<file path="config.mk">
export PLATFORM = sky130hd
export DESIGN_NAME = ies_seq
export DESIGN_NICKNAME = d
export VERILOG_FILES = /design/src/rtl/ies_pkg.sv /design/src/rtl/ies_arbiter.sv /design/src/rtl/ies_push_mux.sv /design/src/rtl/ies_seq.sv
export SDC_FILE = /design/constraint.sdc
export NUM_CORES = 1
export LEC_CHECK = 0
export BUFFER_PORTS_ARGS = -buffer_cell sky130_fd_sc_hd__buf_2
export CELL_PAD_IN_SITES_DETAIL_PLACEMENT = 1
export CELL_PAD_IN_SITES_GLOBAL_PLACEMENT = 1
export CORE_AREA = 2 2 260 262
export DETAILED_ROUTE_END_ITERATION = 8
export DIE_AREA = 0 0 262 264
export PLACE_DENSITY = 0.79
export SYNTH_ARGS = -nofsm -noshare
export SYNTH_HDL_FRONTEND = slang
export SYNTH_SLANG_ARGS = --single-unit
</file>
<file path="constraint.sdc">
create_clock -name clk -period 5.5 [get_ports clk]
set_input_delay 0.825 -clock clk [delete_from_list [all_inputs] [get_ports clk]]
set_output_delay 0.825 -clock clk [all_outputs]
set_load 0.01 [all_outputs]
</file>
<file path="src/rtl/ies_pkg.sv">
// Shared definitions for the interrupt entry/return sequencer.
// Assumes 8-bit vectors and fixed flag bit positions for the interrupt
// enable and overflow flags.
package ies_pkg;
    localparam int VECW   = 8;
    localparam int IF_BIT = 9;
    localparam int OF_BIT = 11;
    localparam logic [VECW-1:0] VEC_NMI = 8'd2;
    localparam logic [VECW-1:0] VEC_OVF = 8'd4;

    typedef enum logic [2:0] {
        ST_IDLE,
        ST_GATE,
        ST_PUSH,
        ST_POP,
        ST_DONE
    } ies_state_e;

    // True for the exception vectors whose frame carries an error code.
    function automatic logic vec_has_err(input logic [VECW-1:0] v);
        return (v == 8'd8) || ((v >= 8'd10) && (v <= 8'd14)) || (v == 8'd17);
    endfunction
endpackage

</file>
<file path="src/rtl/ies_arbiter.sv">
// Request arbiter: picks at most one request source per idle cycle.
// Priority: exception, non-maskable, overflow trap, external, return.
// Assumes all requests are one-cycle strobes; losers are not remembered.
module ies_arbiter
    import ies_pkg::*;
(
    input  logic            en,
    input  logic            exc_req,
    input  logic [VECW-1:0] exc_vec,
    input  logic            nmi_req,
    input  logic            ovf_req,
    input  logic            ext_req,
    input  logic [VECW-1:0] ext_vec,
    input  logic            iret_req,
    input  logic            if_flag,
    input  logic            of_flag,
    output logic            take,
    output logic            is_ret,
    output logic [VECW-1:0] vec,
    output logic            push_err
);
    // Fixed-priority selection, qualified by the flag conditions.
    always_comb begin
        take     = 1'b0;
        is_ret   = 1'b0;
        vec      = '0;
        push_err = 1'b0;
        if (en) begin
            if (exc_req) begin
                take     = 1'b1;
                vec      = exc_vec;
                push_err = vec_has_err(exc_vec);
            end else if (nmi_req) begin
                take = 1'b1;
                vec  = VEC_NMI;
            end else if (ovf_req && of_flag) begin
                take = 1'b1;
                vec  = VEC_OVF;
            end else if (ext_req && if_flag) begin
                take = 1'b1;
                vec  = ext_vec;
            end else if (iret_req) begin
                take   = 1'b1;
                is_ret = 1'b1;
            end
        end
    end
endmodule

</file>
<file path="src/rtl/ies_push_mux.sv">
// Frame word selector: returns the word for push slot k of the handler
// frame. A level switch prepends the old stack selector and pointer.
// Assumes selectors are zero-extended to the word width.
module ies_push_mux #(
    parameter int DW   = 32,
    parameter int SELW = 16
) (
    input  logic          xlvl,
    input  logic [2:0]    k,
    input  logic [SELW-1:0] ss,
    input  logic [DW-1:0] sp,
    input  logic [DW-1:0] flags,
    input  logic [SELW-1:0] cs,
    input  logic [DW-1:0] ip,
    input  logic [DW-1:0] err,
    output logic [DW-1:0] word
);
    localparam int PADW = DW - SELW;

    logic [2:0] slot;

    // Without a switch the first two slots of the long frame are skipped.
    assign slot = xlvl ? k : (k + 3'd2);

    // Map slot to frame word.
    always_comb begin
        case (slot)
            3'd0:    word = {{PADW{1'b0}}, ss};
            3'd1:    word = sp;
            3'd2:    word = flags;
            3'd3:    word = {{PADW{1'b0}}, cs};
            3'd4:    word = ip;
            default: word = err;
        endcase
    end
endmodule

</file>
<file path="src/rtl/ies_seq.sv">
// Interrupt entry and return sequencer.
// Entry: latch state, look up the gate, check privilege, optionally move
// to the target level's stack, push the frame one word per cycle, then
// present handler state. Return: pop ip, cs, flags (and sp, ss when the
// saved level is less privileged), then present restored state.
// Assumes same-cycle read data and a gate table that answers gate_vec
// combinationally. Levels: lower number = more privileged.
module ies_seq
    import ies_pkg::*;
#(
    parameter int DW   = 32,
    parameter int SELW = 16,
    parameter int LVLW = 2,
    localparam int NLVL = 1 << LVLW
) (
    input  logic                 clk,
    input  logic                 rst_n,
    input  logic                 exc_req,
    input  logic [VECW-1:0]      exc_vec,
    input  logic [DW-1:0]        exc_err,
    input  logic                 nmi_req,
    input  logic                 ovf_req,
    input  logic                 ext_req,
    input  logic [VECW-1:0]      ext_vec,
    input  logic                 iret_req,
    input  logic [DW-1:0]        cur_flags,
    input  logic [SELW-1:0]      cur_cs,
    input  logic [DW-1:0]        cur_ip,
    input  logic [SELW-1:0]      cur_ss,
    input  logic [DW-1:0]        cur_sp,
    input  logic [LVLW-1:0]      cur_lvl,
    input  logic [NLVL*SELW-1:0] lvl_ss_tab,
    input  logic [NLVL*DW-1:0]   lvl_sp_tab,
    output logic [VECW-1:0]      gate_vec,
    input  logic [SELW-1:0]      gate_sel,
    input  logic [DW-1:0]        gate_off,
    input  logic [LVLW-1:0]      gate_lvl,
    input  logic                 gate_trap,
    output logic                 mem_we,
    output logic                 mem_re,
    output logic [DW-1:0]        mem_addr,
    output logic [DW-1:0]        mem_wdata,
    input  logic [DW-1:0]        mem_rdata,
    output logic                 ready,
    output logic                 done,
    output logic                 fault,
    output logic [DW-1:0]        new_flags,
    output logic [SELW-1:0]      new_cs,
    output logic [DW-1:0]        new_ip,
    output logic [SELW-1:0]      new_ss,
    output logic [DW-1:0]        new_sp,
    output logic [LVLW-1:0]      new_lvl
);
    localparam int            WB       = DW / 8;
    localparam logic [DW-1:0] STEP     = DW'(WB);
    localparam logic [DW-1:0] IF_MASK  = DW'(1) << IF_BIT;
    localparam logic [SELW-1:0] LVL_MASK = SELW'((1 << LVLW) - 1);

    ies_state_e      st;
    logic [DW-1:0]   snap_flags, snap_ip, snap_sp, err_q;
    logic [SELW-1:0] snap_cs, snap_ss;
    logic [LVLW-1:0] snap_lvl, rpl_q;
    logic [VECW-1:0] vec_q;
    logic            errpush_q, xlvl_q, fault_q;
    logic [2:0]      k, nwords;
    logic [DW-1:0]   wsp;
    logic [DW-1:0]   res_flags, res_ip, res_sp;
    logic [SELW-1:0] res_cs, res_ss;
    logic [LVLW-1:0] res_lvl;

    logic            arb_take, arb_ret, arb_err;
    logic [VECW-1:0] arb_vec;
    logic            gate_up, gate_sw;
    logic [DW-1:0]   tab_sp, push_addr, push_word;
    logic [SELW-1:0] tab_ss;
    logic [2:0]      gate_n;

    ies_arbiter u_arb (
        .en       (st == ST_IDLE),
        .exc_req  (exc_req),
        .exc_vec  (exc_vec),
        .nmi_req  (nmi_req),
        .ovf_req  (ovf_req),
        .ext_req  (ext_req),
        .ext_vec  (ext_vec),
        .iret_req (iret_req),
        .if_flag  (cur_flags[IF_BIT]),
        .of_flag  (cur_flags[OF_BIT]),
        .take     (arb_take),
        .is_ret   (arb_ret),
        .vec      (arb_vec),
        .push_err (arb_err)
    );

    ies_push_mux #(.DW(DW), .SELW(SELW)) u_mux (
        .xlvl  (xlvl_q),
        .k     (k),
        .ss    (snap_ss),
        .sp    (snap_sp),
        .flags (snap_flags),
        .cs    (snap_cs),
        .ip    (snap_ip),
        .err   (err_q),
        .word  (push_word)
    );

    // Gate decode: privilege comparison, target stack and frame length.
    always_comb begin
        gate_up = gate_lvl > snap_lvl;
        gate_sw = gate_lvl < snap_lvl;
        tab_ss  = lvl_ss_tab[gate_lvl*SELW +: SELW];
        tab_sp  = lvl_sp_tab[gate_lvl*DW +: DW];
        gate_n  = (gate_sw ? 3'd5 : 3'd3) + (errpush_q ? 3'd1 : 3'd0);
    end

    // Memory port: pre-decrement on push, post-increment on pop.
    assign push_addr = wsp - STEP;
    assign mem_we    = (st == ST_PUSH);
    assign mem_re    = (st == ST_POP);
    assign mem_addr  = (st == ST_PUSH) ? push_addr : wsp;
    assign mem_wdata = push_word;

    // Status and results; a fault returns the latched state unchanged.
    assign gate_vec  = vec_q;
    assign ready     = (st == ST_IDLE);
    assign done      = (st == ST_DONE);
    assign fault     = done && fault_q;
    assign new_flags = fault_q ? snap_flags : res_flags;
    assign new_cs    = fault_q ? snap_cs    : res_cs;
    assign new_ip    = fault_q ? snap_ip    : res_ip;
    assign new_ss    = fault_q ? snap_ss    : res_ss;
    assign new_sp    = fault_q ? snap_sp    : res_sp;
    assign new_lvl   = fault_q ? snap_lvl   : res_lvl;

    // Sequencer state machine and working registers.
    always_ff @(posedge clk) begin
        if (!rst_n) begin
            st         <= ST_IDLE;
            snap_flags <= '0;
            snap_ip    <= '0;
            snap_sp    <= '0;
            snap_cs    <= '0;
            snap_ss    <= '0;
            snap_lvl   <= '0;
            err_q      <= '0;
            vec_q      <= '0;
            errpush_q  <= 1'b0;
            xlvl_q     <= 1'b0;
            fault_q    <= 1'b0;
            rpl_q      <= '0;
            k          <= '0;
            nwords     <= '0;
            wsp        <= '0;
            res_flags  <= '0;
            res_ip     <= '0;
            res_sp     <= '0;
            res_cs     <= '0;
            res_ss     <= '0;
            res_lvl    <= '0;
        end else begin
            case (st)
                ST_IDLE: begin
                    if (arb_take) begin
                        snap_flags <= cur_flags;
                        snap_ip    <= cur_ip;
                        snap_sp    <= cur_sp;
                        snap_cs    <= cur_cs;
                        snap_ss    <= cur_ss;
                        snap_lvl   <= cur_lvl;
                        err_q      <= exc_err;
                        vec_q      <= arb_vec;
                        errpush_q  <= arb_err;
                        fault_q    <= 1'b0;
                        k          <= '0;
                        wsp        <= cur_sp;
                        st         <= arb_ret ? ST_POP : ST_GATE;
                    end
                end
                ST_GATE: begin
                    k <= '0;
                    if (gate_up) begin
                        fault_q <= 1'b1;
                        st      <= ST_DONE;
                    end else begin
                        xlvl_q    <= gate_sw;
                        nwords    <= gate_n;
                        wsp       <= gate_sw ? tab_sp : snap_sp;
                        res_ss    <= gate_sw ? tab_ss : snap_ss;
                        res_cs    <= (gate_sel & ~LVL_MASK) | SELW'(gate_lvl);
                        res_ip    <= gate_off;
                        res_lvl   <= gate_lvl;
                        res_flags <= gate_trap ? snap_flags : (snap_flags & ~IF_MASK);
                        st        <= ST_PUSH;
                    end
                end
                ST_PUSH: begin
                    wsp    <= push_addr;
                    res_sp <= push_addr;
                    k      <= k + 3'd1;
                    if (k == (nwords - 3'd1)) begin
                        st <= ST_DONE;
                    end
                end
                ST_POP: begin
                    wsp <= wsp + STEP;
                    k   <= k + 3'd1;
                    case (k)
                        3'd0: res_ip <= mem_rdata;
                        3'd1: begin
                            res_cs <= mem_rdata[SELW-1:0];
                            rpl_q  <= mem_rdata[LVLW-1:0];
                        end
                        3'd2: begin
                            res_flags <= mem_rdata;
                            if (rpl_q < snap_lvl) begin
                                fault_q <= 1'b1;
                                st      <= ST_DONE;
                            end else if (rpl_q == snap_lvl) begin
                                res_sp  <= wsp + STEP;
                                res_ss  <= snap_ss;
                                res_lvl <= snap_lvl;
                                st      <= ST_DONE;
                            end
                        end
                        3'd3: res_sp <= mem_rdata;
                        default: begin
                            res_ss  <= mem_rdata[SELW-1:0];
                            res_lvl <= rpl_q;
                            st      <= ST_DONE;
                        end
                    endcase
                end
                default: st <= ST_IDLE;
            endcase
        end
    end

    // Guard: one memory access per cycle at most.
    AST_ONE_ACCESS: assert property (@(posedge clk) disable iff (!rst_n)
        !(mem_we && mem_re));
    // Guard: consecutive pushes step down one word.
    AST_PUSH_DOWN: assert property (@(posedge clk) disable iff (!rst_n)
        (mem_we && $past(mem_we)) |-> (mem_addr == $past(mem_addr) - STEP));
    // Guard: consecutive pops step up one word.
    AST_POP_UP: assert property (@(posedge clk) disable iff (!rst_n)
        (mem_re && $past(mem_re)) |-> (mem_addr == $past(mem_addr) + STEP));
    // Guard: a privilege violation at gate time never writes memory.
    AST_FAULT_NO_WRITE: assert property (@(posedge clk) disable iff (!rst_n)
        ((st == ST_GATE) && (gate_lvl > snap_lvl)) |=> !mem_we);
    // Guard: an idle sequencer makes no memory access.
    AST_IDLE_QUIET: assert property (@(posedge clk) disable iff (!rst_n)
        ready |-> (!mem_we && !mem_re));
    // Guard: done is a single-cycle strobe.
    AST_DONE_PULSE: assert property (@(posedge clk) disable iff (!rst_n)
        done |=> !done);
endmodule

</file>
Word-level counts from Yosys, hierarchy flattened
Cells that the tools add are included.
{"block": "totals", "regBits": 346, "input_bits": 460, "output_inout_bits": 207}
{"block": "classes", "addsub": 6, "order_cmp": 5, "n_eq_ne": 28, "shifts": 2, "mux": 71, "bitwise": 2, "reduce_logical": 28}
{"op": "32-bit 2-to-1 mux", "count": 13}
{"op": "32-bit case mux with 2 select lines", "count": 4}
{"op": "32-bit case mux with 5 select lines", "count": 1}
{"op": "16-bit 2-to-1 mux", "count": 8}
{"op": "32-bit case mux with 4 select lines", "count": 1}
{"op": "128-bit by 8-bit indexed part select with 32-bit output", "count": 1}
{"op": "16-bit case mux with 2 select lines", "count": 3}
{"op": "64-bit by 7-bit indexed part select with 16-bit output", "count": 1}
{"op": "32-bit by 3-bit adder with 32-bit output (second input constant)", "count": 1}
{"op": "8-bit 2-to-1 mux", "count": 4}
{"op": "32-bit by 3-bit subtractor with 32-bit output (second input constant)", "count": 1}
{"op": "3-bit 2-to-1 mux", "count": 8}
{"op": "3-bit by 2-bit == test with 1-bit output (second input constant)", "count": 6}
{"op": "1-bit 2-to-1 mux", "count": 17}
{"op": "16-bit by 2-bit OR with 16-bit output", "count": 1}
{"op": "2-bit by 1-bit != test with 1-bit output (second input constant)", "count": 6}
{"op": "3-bit case mux with 4 select lines", "count": 1}
{"op": "3-bit AND reduction", "count": 4}
{"op": "10-bit 2-to-1 mux", "count": 1}
{"op": "2-bit 2-to-1 mux", "count": 5}
{"op": "5-bit AND reduction", "count": 2}
{"op": "3-bit by 1-bit == test with 1-bit output (second input constant)", "count": 3}
{"op": "3-bit logical NOT", "count": 3}
{"op": "3-bit case mux with 3 select lines", "count": 1}
{"op": "other kinds (30)", "count": 46}

Depth between registers and ports, before layout
Gate-level depths: netlist of run 1.
{"block": "logic_depth", "depth_word": 9, "ltp_mapped": 14, "mapped_depth_nobuf": 9}

Cells and area by module
From an unflattened synthesis of run 1, not the netlist that was laid out.
{"block": "unflattened", "cells_unflattened": 2740, "area_unflattened_um2": 21483.1}
{"mod": "ies_seq", "n_inst": 1, "cells_each": 2425, "area_per_inst_um2": 19388.6, "seq_area_each_um2": 6926.6}
{"mod": "ies_push_mux", "n_inst": 1, "cells_each": 275, "area_per_inst_um2": 1836.8, "seq_area_each_um2": 0.0}
{"mod": "ies_arbiter", "n_inst": 1, "cells_each": 40, "area_per_inst_um2": 257.7, "seq_area_each_um2": 0.0}

Worst setup path before layout of run 1
Ideal clock, no wire load.
{"block": "synth_path", "path_type": "input -> register", "from": "input gate_lvl[0]", "to": "register res_ss[10]", "arrival_time_ns": 3.319, "required_ns": 5.424, "setup_slack_ns": 2.105, "stages": 13, "n_path_buf": 5, "path_cell_list": "clkbuf_1 buf_2 buf_2 inv_1 ha_1 nand2_1 o21ai_0 nand2_1 a21o_1 buf_1 clkbuf_1 nand2_1 a21boi_0"}
{"block": "synth_between", "elab_chain_cells": 4}
{"element": "from (decl)", "line_no": "ies_seq.sv:37", "text": "input logic [LVLW-1:0] gate_lvl,"}
{"element": "64-bit by 7-bit indexed part select with 16-bit output / 2-bit < comparator (equally long branches)", "line_no": "ies_seq.sv:111, ies_seq.sv:110"}
{"element": "16-bit 2-to-1 mux", "line_no": "ies_seq.sv:188", "text": "res_ss <= gate_sw ? tab_ss : snap_ss;"}
{"element": "16-bit 2-to-1 mux", "line_no": "ies_seq.sv:181", "text": "if (gate_up) begin"}
{"element": "16-bit case mux with 2 select lines", "line_no": "ies_seq.sv:161", "text": "case (st)"}
{"element": "to (signal assigned)", "line_no": "ies_seq.sv:188"}
{"element": "to (signal assigned)", "line_no": "ies_seq.sv:220", "text": "res_ss <= snap_ss;"}
{"element": "to (signal assigned)", "line_no": "ies_seq.sv:227", "text": "res_ss <= mem_rdata[SELW-1:0];"}
{"element": "to (decl)", "line_no": "ies_seq.sv:68", "text": "logic [SELW-1:0] res_cs, res_ss;"}
Several ways; a longest one is shown, not always the timed one. The select of a mux whose other input is x is not followed.
A chain may end at the register's enable or synchronous reset.

Worst setup path in the final report of run 1
{"block": "layout_path", "from": "register wsp[2]", "to": "output mem_addr[28]"}
{"block": "layout_between", "elab_chain_cells": 2}
{"element": "from (decl)", "line_no": "ies_seq.sv:66", "text": "logic [DW-1:0] wsp;"}
{"element": "from (signal assigned)", "line_no": "ies_seq.sv:175", "text": "wsp <= cur_sp;"}
{"element": "from (signal assigned)", "line_no": "ies_seq.sv:187", "text": "wsp <= gate_sw ? tab_sp : snap_sp;"}
{"element": "from (signal assigned)", "line_no": "ies_seq.sv:197", "text": "wsp <= push_addr;"}
{"element": "32-bit by 3-bit subtractor with 32-bit output", "line_no": "ies_seq.sv:117", "text": "assign push_addr = wsp - STEP;"}
{"element": "32-bit 2-to-1 mux", "line_no": "ies_seq.sv:120", "text": "assign mem_addr = (st == ST_PUSH) ? push_addr : wsp;"}
{"element": "to (decl)", "line_no": "ies_seq.sv:41", "text": "output logic [DW-1:0] mem_addr,"}
Every way passes these cells.

==> results of run 1 <==
==> kinds of logic (layout without fill, tap and decap cells) <==
family                     count (synthesis)  count (layout)  share of synthesized area, %
AOI/OAI and AO/OA                        764             764                         25.57
xor gates and xnor gates                  69              69                         2.842
other                                      0              16                             0
muxes                                    201             201                         13.07
and+or+nand+nor                          960             960                         20.04
buffers and inverters                    278             819                         5.089
adders and majority gates                 14              14                        0.8236
DFF                                      346             346                         32.57
==> cell type report <==
class | instances | area (um^2) | area share, %
repair buffers | 713 | 3766 | 14.13
multi-input cells | 2008 | 13330 | 50.02
clock inverters | 10 | 138.9 | 0.5210
inverters | 34 | 127.6 | 0.4788
well taps | 873 | 1092 | 4.098
flip-flops and latches | 346 | 6930 | 26.00
clock buffers | 62 | 1227 | 4.605
diodes | 16 | 40.04 | 0.1502
==> per-stage QoR <==
step	instances	instance area [um^2]	setup slack, ns	utilization [%]
floorplan	2632	21270	2.105	-
global placement	3974	25250	1.633	37.93
detailed placement	3974	25250	1.629	37.93
CTS	4046	26620	0.9783	39.99
global route	4055	26640	0.8701	40.02
finish	4062	26660	0.9889	40.05
==> power breakdown <==
group	switching, mW	internal, mW
combinational	4.92	2.85
clock	1.22	1.65
sequential	1.22	3.45
==> how the worst min path moves through the flow <==
| stage | slack [ns] | to | start |
|---|---|---|---|
| floorplan | 0.42 | res_sp[18] | res_sp[18] |
| global placement | 0.44 | res_sp[23] | res_sp[23] |
| detailed placement | 0.45 | res_sp[17] | res_sp[17] |
| CTS | 0.46 | res_sp[17] | res_sp[17] |
| global route | 0.48 | snap_ss[14] | cur_ss[14] |
| finish | 0.46 | res_sp[17] | res_sp[17] |
==> per-layer routing <==
metal	global-route usage, %	up-vias	part of all wire (%)	wire, um
li1	-	10470	-	-
met1	40.46	11720	41	45560
met2	48.73	1192	46	50680
met3	6.841	230	9.1	10040
met4	10.75	22	3.6	3949
met5	0	-	0.13	148
==> worst register-to-register path, stage by stage (launching register included) <==
cell      delay, ns
dfxtp_1        0.67
buf_4          0.42
nand3b_1       0.19
inv_2          0.11
buf_4          0.50
nand2_1        0.61
nand2_1        0.74
o22ai_1        0.14
or3_1          0.34
a21boi_0       0.21
==> cell usage in the layout (no fill, tap or decap), types with 48 or more instances in the layout <==
| cell type | synthesis | layout |
|---|---|---|
| a21boi_0 | 192 | 192 |
| a21oi_1 | 151 | 150 |
| buf_2 | 7 | 662 |
| dfxtp_1 | 346 | 345 |
| mux2_2 | 134 | 134 |
| mux4_2 | 48 | 48 |
| nand2_1 | 574 | 572 |
| nor2_1 | 131 | 129 |
| o211a_1 | 90 | 90 |
| o21ai_0 | 96 | 95 |
==> sequential cells by signal, indices dropped and copies added (netlist names), 2 cells and up <==
register    count
err_q          32
res_flags      32
res_ip         32
res_sp         32
snap_flags     32
snap_ip        32
snap_sp        32
wsp            32
res_cs         16
res_ss         16
snap_cs        16
snap_ss        16
gate_vec        8
k               3
nwords          3
st              3
res_lvl         2
rpl_q           2
snap_lvl        2
==> run metrics, run 1 <==
status=finished clean; hpwl dp=approximately 82,000 um; Routed Antenna Nets=0; Clock Path Buffers=3; EDFF count, synth=0; Reg clk slew, reported paths=~0.060 ns; synthesized net count=between 3,000 and 4,000; Largest stage delay, worst path=0.67 ns; family with the most delay on the worst path=simple AND/OR/NAND/NOR gates; yosys warns=0; CTS tree=built; Final Hold Fails=0; register area share after synthesis=between 30% and 40%; leakage=12.38 nW; die area=69,170 um^2; Tot Pwr=15.30 mW; final setup fails=0; Total Neg Setup Slack=0 ns; initial antenna violation count=31; Worst slew margin=~25%; grt ovf=0; io pins=667; reg-to-reg critical path startpoint=st[0]; Clock Latency Late Sink=about 0.60 ns; Netlist cell types=79; chip width=262 um; WP data arrival=between 3 and 4 ns; Via-to-Cell Ratio=~5.8; Setup CP Type=reg -> out; Area growth syn-to-layout=25.33%; total track usage=between 30% and 40%; core area=between 60,000 and 70,000 um^2; fin crit share=about 80%; synthesized instance count=approximately 2,600; Pins Over Slew Limit=0; unrepaired setup endpoints after global routing=false; fmax=roughly 220 MHz; Initial Utilization=31.95%; Clock Tree Root=clkbuf_16; largest net degree at the start of global routing=roughly 140; top cells by count, synth=nand2_1, dfxtp_1, clkbuf_1; vias in the first global route=about 23,000; hold depth=2; Worst path depth=8; Pre-antenna DRT Iters=6; worst-path cell chain=inv_1, ha_1, or4b_1, nor4_1, nand4_1, nor3_1, xnor2_1, buf_2; # fillers=8,148; Crit. Startpoint=wsp[2]; Routed wire per std cell=27.17 um; Worst Clk Skew=0.02016 ns; DRC viols=0; r2r setup slk=1.49 ns; share of the synthesized area in the top cell type=32.57%; Hold WS=~0.46 ns; Port Buffer Count=between 600 and 700; worst reg2reg endpoint=res_ss[15]; Yosys top cell by area=dfxtp_1; fraction of registers with async set/reset=0%; most common cell in the netlist=nand2_1; Slew @ Worst Pin=between 1 and 1.5 ns; CP max-delay cell=or4b_1; mean post-synth cell area=slightly above 8 um^2; NumNets Final=3,620; CTS Buf Count=43; share of layout cells above drive strength 1=a little over 30%; CP Capture Type=output port; crit-path max FO=13; Num Clock Sinks=346; GP Congestion=slightly above 0.9; Peak VDD IR=approximately 0.00036 V; Max H-tree Level=2; R2R depth=9; cts hold-fix bufs=0; setup bufs post-CTS=0; dominant cells by area after synthesis=dfxtp_1, nand2_1, mux2_2; Synth Flop Type=dfxtp_1; final wirelength=roughly 110,000 um; Hold Crit Class=reg -> reg; CP endpoint=mem_addr[28]; 1st-iter DRT viols=~2,300; Startpoint Class=flip-flop; post_cts resized=0; max cap viols=0; vias post-DR=between 20,000 and 25,000; Critical Path RT=about 4.7 ns; final period demand of the worst path=4.511 ns; power density over the cells=between 500 and 600 nW/um^2; Yosys reg bits=about 350; first-pass GRT wire length=157,300 um; Die Y-Extent=264 um; num rows=95; CP bufs+invs=2; Mapped Area=around 21,000 um^2
(Power assumes the default switching activity.)
==> run 2: changes to the inputs <==
- CORE_AREA: 2 2 260 262 -> 2 2 261 263
- DIE_AREA: 0 0 262 264 -> 0 0 263 265
- PLACE_DENSITY: 0.79 -> 0.81
- clock period: 5.5 -> 4.15 ns (I/O delays scaled with it)
==> run 2 against run 1 <==
- wire length rose by 1.2%
- sequential cell count did not move
- combinational power rose by 37%
- final cell count rose by 0.62%
- critical path type unchanged
- utilization rose by 0.22 points
- largest power group unchanged
- critical path depth did not move
- clock power rose by 38%
==> run metrics, run 2 (same netlist as run 1, synthesis figures left out) <==
status=finished clean; final core occ=40.27%; hpwl dp=roughly 83,000 um; CP max-delay cell=or4b_1; Total Neg Setup Slack=0 ns; DRC viols=0; Critical Path RT=3.53 ns; Hold Crit Class=in -> reg; Routed wire per std cell=about 27 um; r2r setup slk=0.92 ns; core area=between 60,000 and 70,000 um^2; Worst Clk Skew=roughly 0.021 ns; Peak VDD IR=~0.00053 V; setup bufs post-CTS=0; Final Hold Fails=0; R2R depth=9; initial antenna violation count=27; vias in the first global route=23,710; Port Buffer Count=between 600 and 700; Initial Utilization=around a third; first-pass GRT wire length=around 160,000 um; power density over the cells=768.0 nW/um^2; Num Clock Sinks=346; fmax=about 250 MHz; largest net degree at the start of global routing=between 100 and 150; NumNets Final=approximately 3,600; Logic pwr share=51.4%; worst-path cell chain=inv_1, ha_1, or4b_1, nor4_1, nand4_1, nor3_1, xnor2_1, buf_2; cts hold-fix bufs=0; reg-to-reg critical path startpoint=st[2]; share of layout cells above drive strength 1=about a third; GP Congestion=between 0.9 and 1; Slew @ Worst Pin=1.032 ns; Via-to-Cell Ratio=between 5 and 6; Largest stage delay, worst path=~0.67 ns; Clock Tree Root=clkbuf_16; final non-filler cell total=roughly 4,100; Seq pwr share=29.5%; startpoint of the worst hold path=cur_ss[3]; Clock Latency Late Sink=approximately 0.58 ns; Area growth syn-to-layout=26.49%; hold depth=3; chip width=between 200 and 300 um; most common cell after layout, fill and taps aside=buf_2; final wirelength=between 100,000 and 150,000 um; io pins=~670; leading cell types in the layout, fill and taps excluded=buf_2, nand2_1, dfxtp_1; final setup fails=0; Reg clk slew, reported paths=roughly 0.070 ns; CP Capture Type=output port; Die Y-Extent=approximately 270 um; total track usage=30.63%; Hold WS=just under 0.3 ns; grt ovf=0; CP bufs+invs=2; Worst slew margin=31.18%; family with the most delay on the worst path=simple AND/OR/NAND/NOR gates; Routed Antenna Nets=0; 1st-iter DRT viols=2,300; Pins Over Slew Limit=0; num rows=95; Startpoint Class=flip-flop; Hold EP=snap_ss[3]; Clock Power Share=between 10% and 20%; worst reg2reg endpoint=res_sp[6]; Pre-antenna DRT Iters=5; max cap viols=0; Internal Power=about 11 mW; die area=around 70,000 um^2; Clock Path Buffers=3; leakage=approximately 13 nW; fin crit share=96.13%; sw power=slightly below 10 mW; Setup CP Type=reg -> out; unrepaired setup endpoints after global routing=false; Net Sw Frac=between 40% and 50%; WP data arrival=around 3.4 ns; final period demand of the worst path=~4 ns; CTS Buf Count=42; vias post-DR=23,900; CTS tree=built; crit-path max FO=6; placed cells=~4,000; post_cts resized=0; Max H-tree Level=2
run 2: power by group through the flow:
| stage | clock (mW) | sequential (mW) | combinational [mW] |
|---|---|---|---|
| 6_report | 3.96 | 6.09 | 10.6 |
| 5_1_grt | 4.12 | 6.19 | 11.3 |
| 4_1_cts | 3.99 | 5.99 | 10.5 |
| 3_5_place_dp | 0 | 6.05 | 10.4 |
| 3_3_place_gp | 0 | 5.99 | 10.2 |
| 2_1_floorplan | 0 | 5.21 | 6.61 |
run 2: cell type report:
type | instances | area [um^2]
Antenna cell | 19 | 47.55
Clock buffer | 60 | 1189
Clock inverter | 15 | 246.5
Fill cell | 8233 | 39900
Inverter | 34 | 127.6
Multi-Input combinational cell | 2008 | 13330
Sequential cell | 346 | 6930
Tap cell | 873 | 1092
Timing Repair Buffer | 732 | 3934
run 2: metal layers:
metal  track usage [%]  vias to the layer above  routed length [um]
li1                  -                    10520                   -
met1             40.62                    11910               46710
met2             48.56                     1215               50170
met3             6.568                      244               10100
met4             12.02                       14                4580
met5                 0                        -                  91
run 2: worst max path at each step:
stage                     depth (start not counted)         from  slack, ns             to
after floorplan                                  13  gate_lvl[0]       0.96     res_ss[10]
after global placement                            6         k[1]       0.81  mem_wdata[12]
after detailed placement                          6         k[1]       0.80  mem_wdata[12]
after CTS                                         6         k[1]       0.16  mem_wdata[12]
after global routing                              8       wsp[2]       0.04   mem_addr[30]
final                                             8       wsp[2]       0.16   mem_addr[28]
run 2: worst register-to-register path, delay by kind of cell, from the launching register on:
kind | cells | cell delay [ns]
simple gates | 3 | 1.10
buf+inv | 3 | 0.84
compound gates | 3 | 0.63
flops | 1 | 0.56
run 2: through the flow:
step                      setup slack, ns  power [mW]  cell area (um^2)
after floorplan                    0.9576       11.82             21270
after global placement             0.8077       16.18             25420
after detailed placement           0.7968       16.45             25420
after CTS                          0.1556       20.48             26850
after global routing              0.03591       21.64             26890
final                              0.1608       20.66             26900
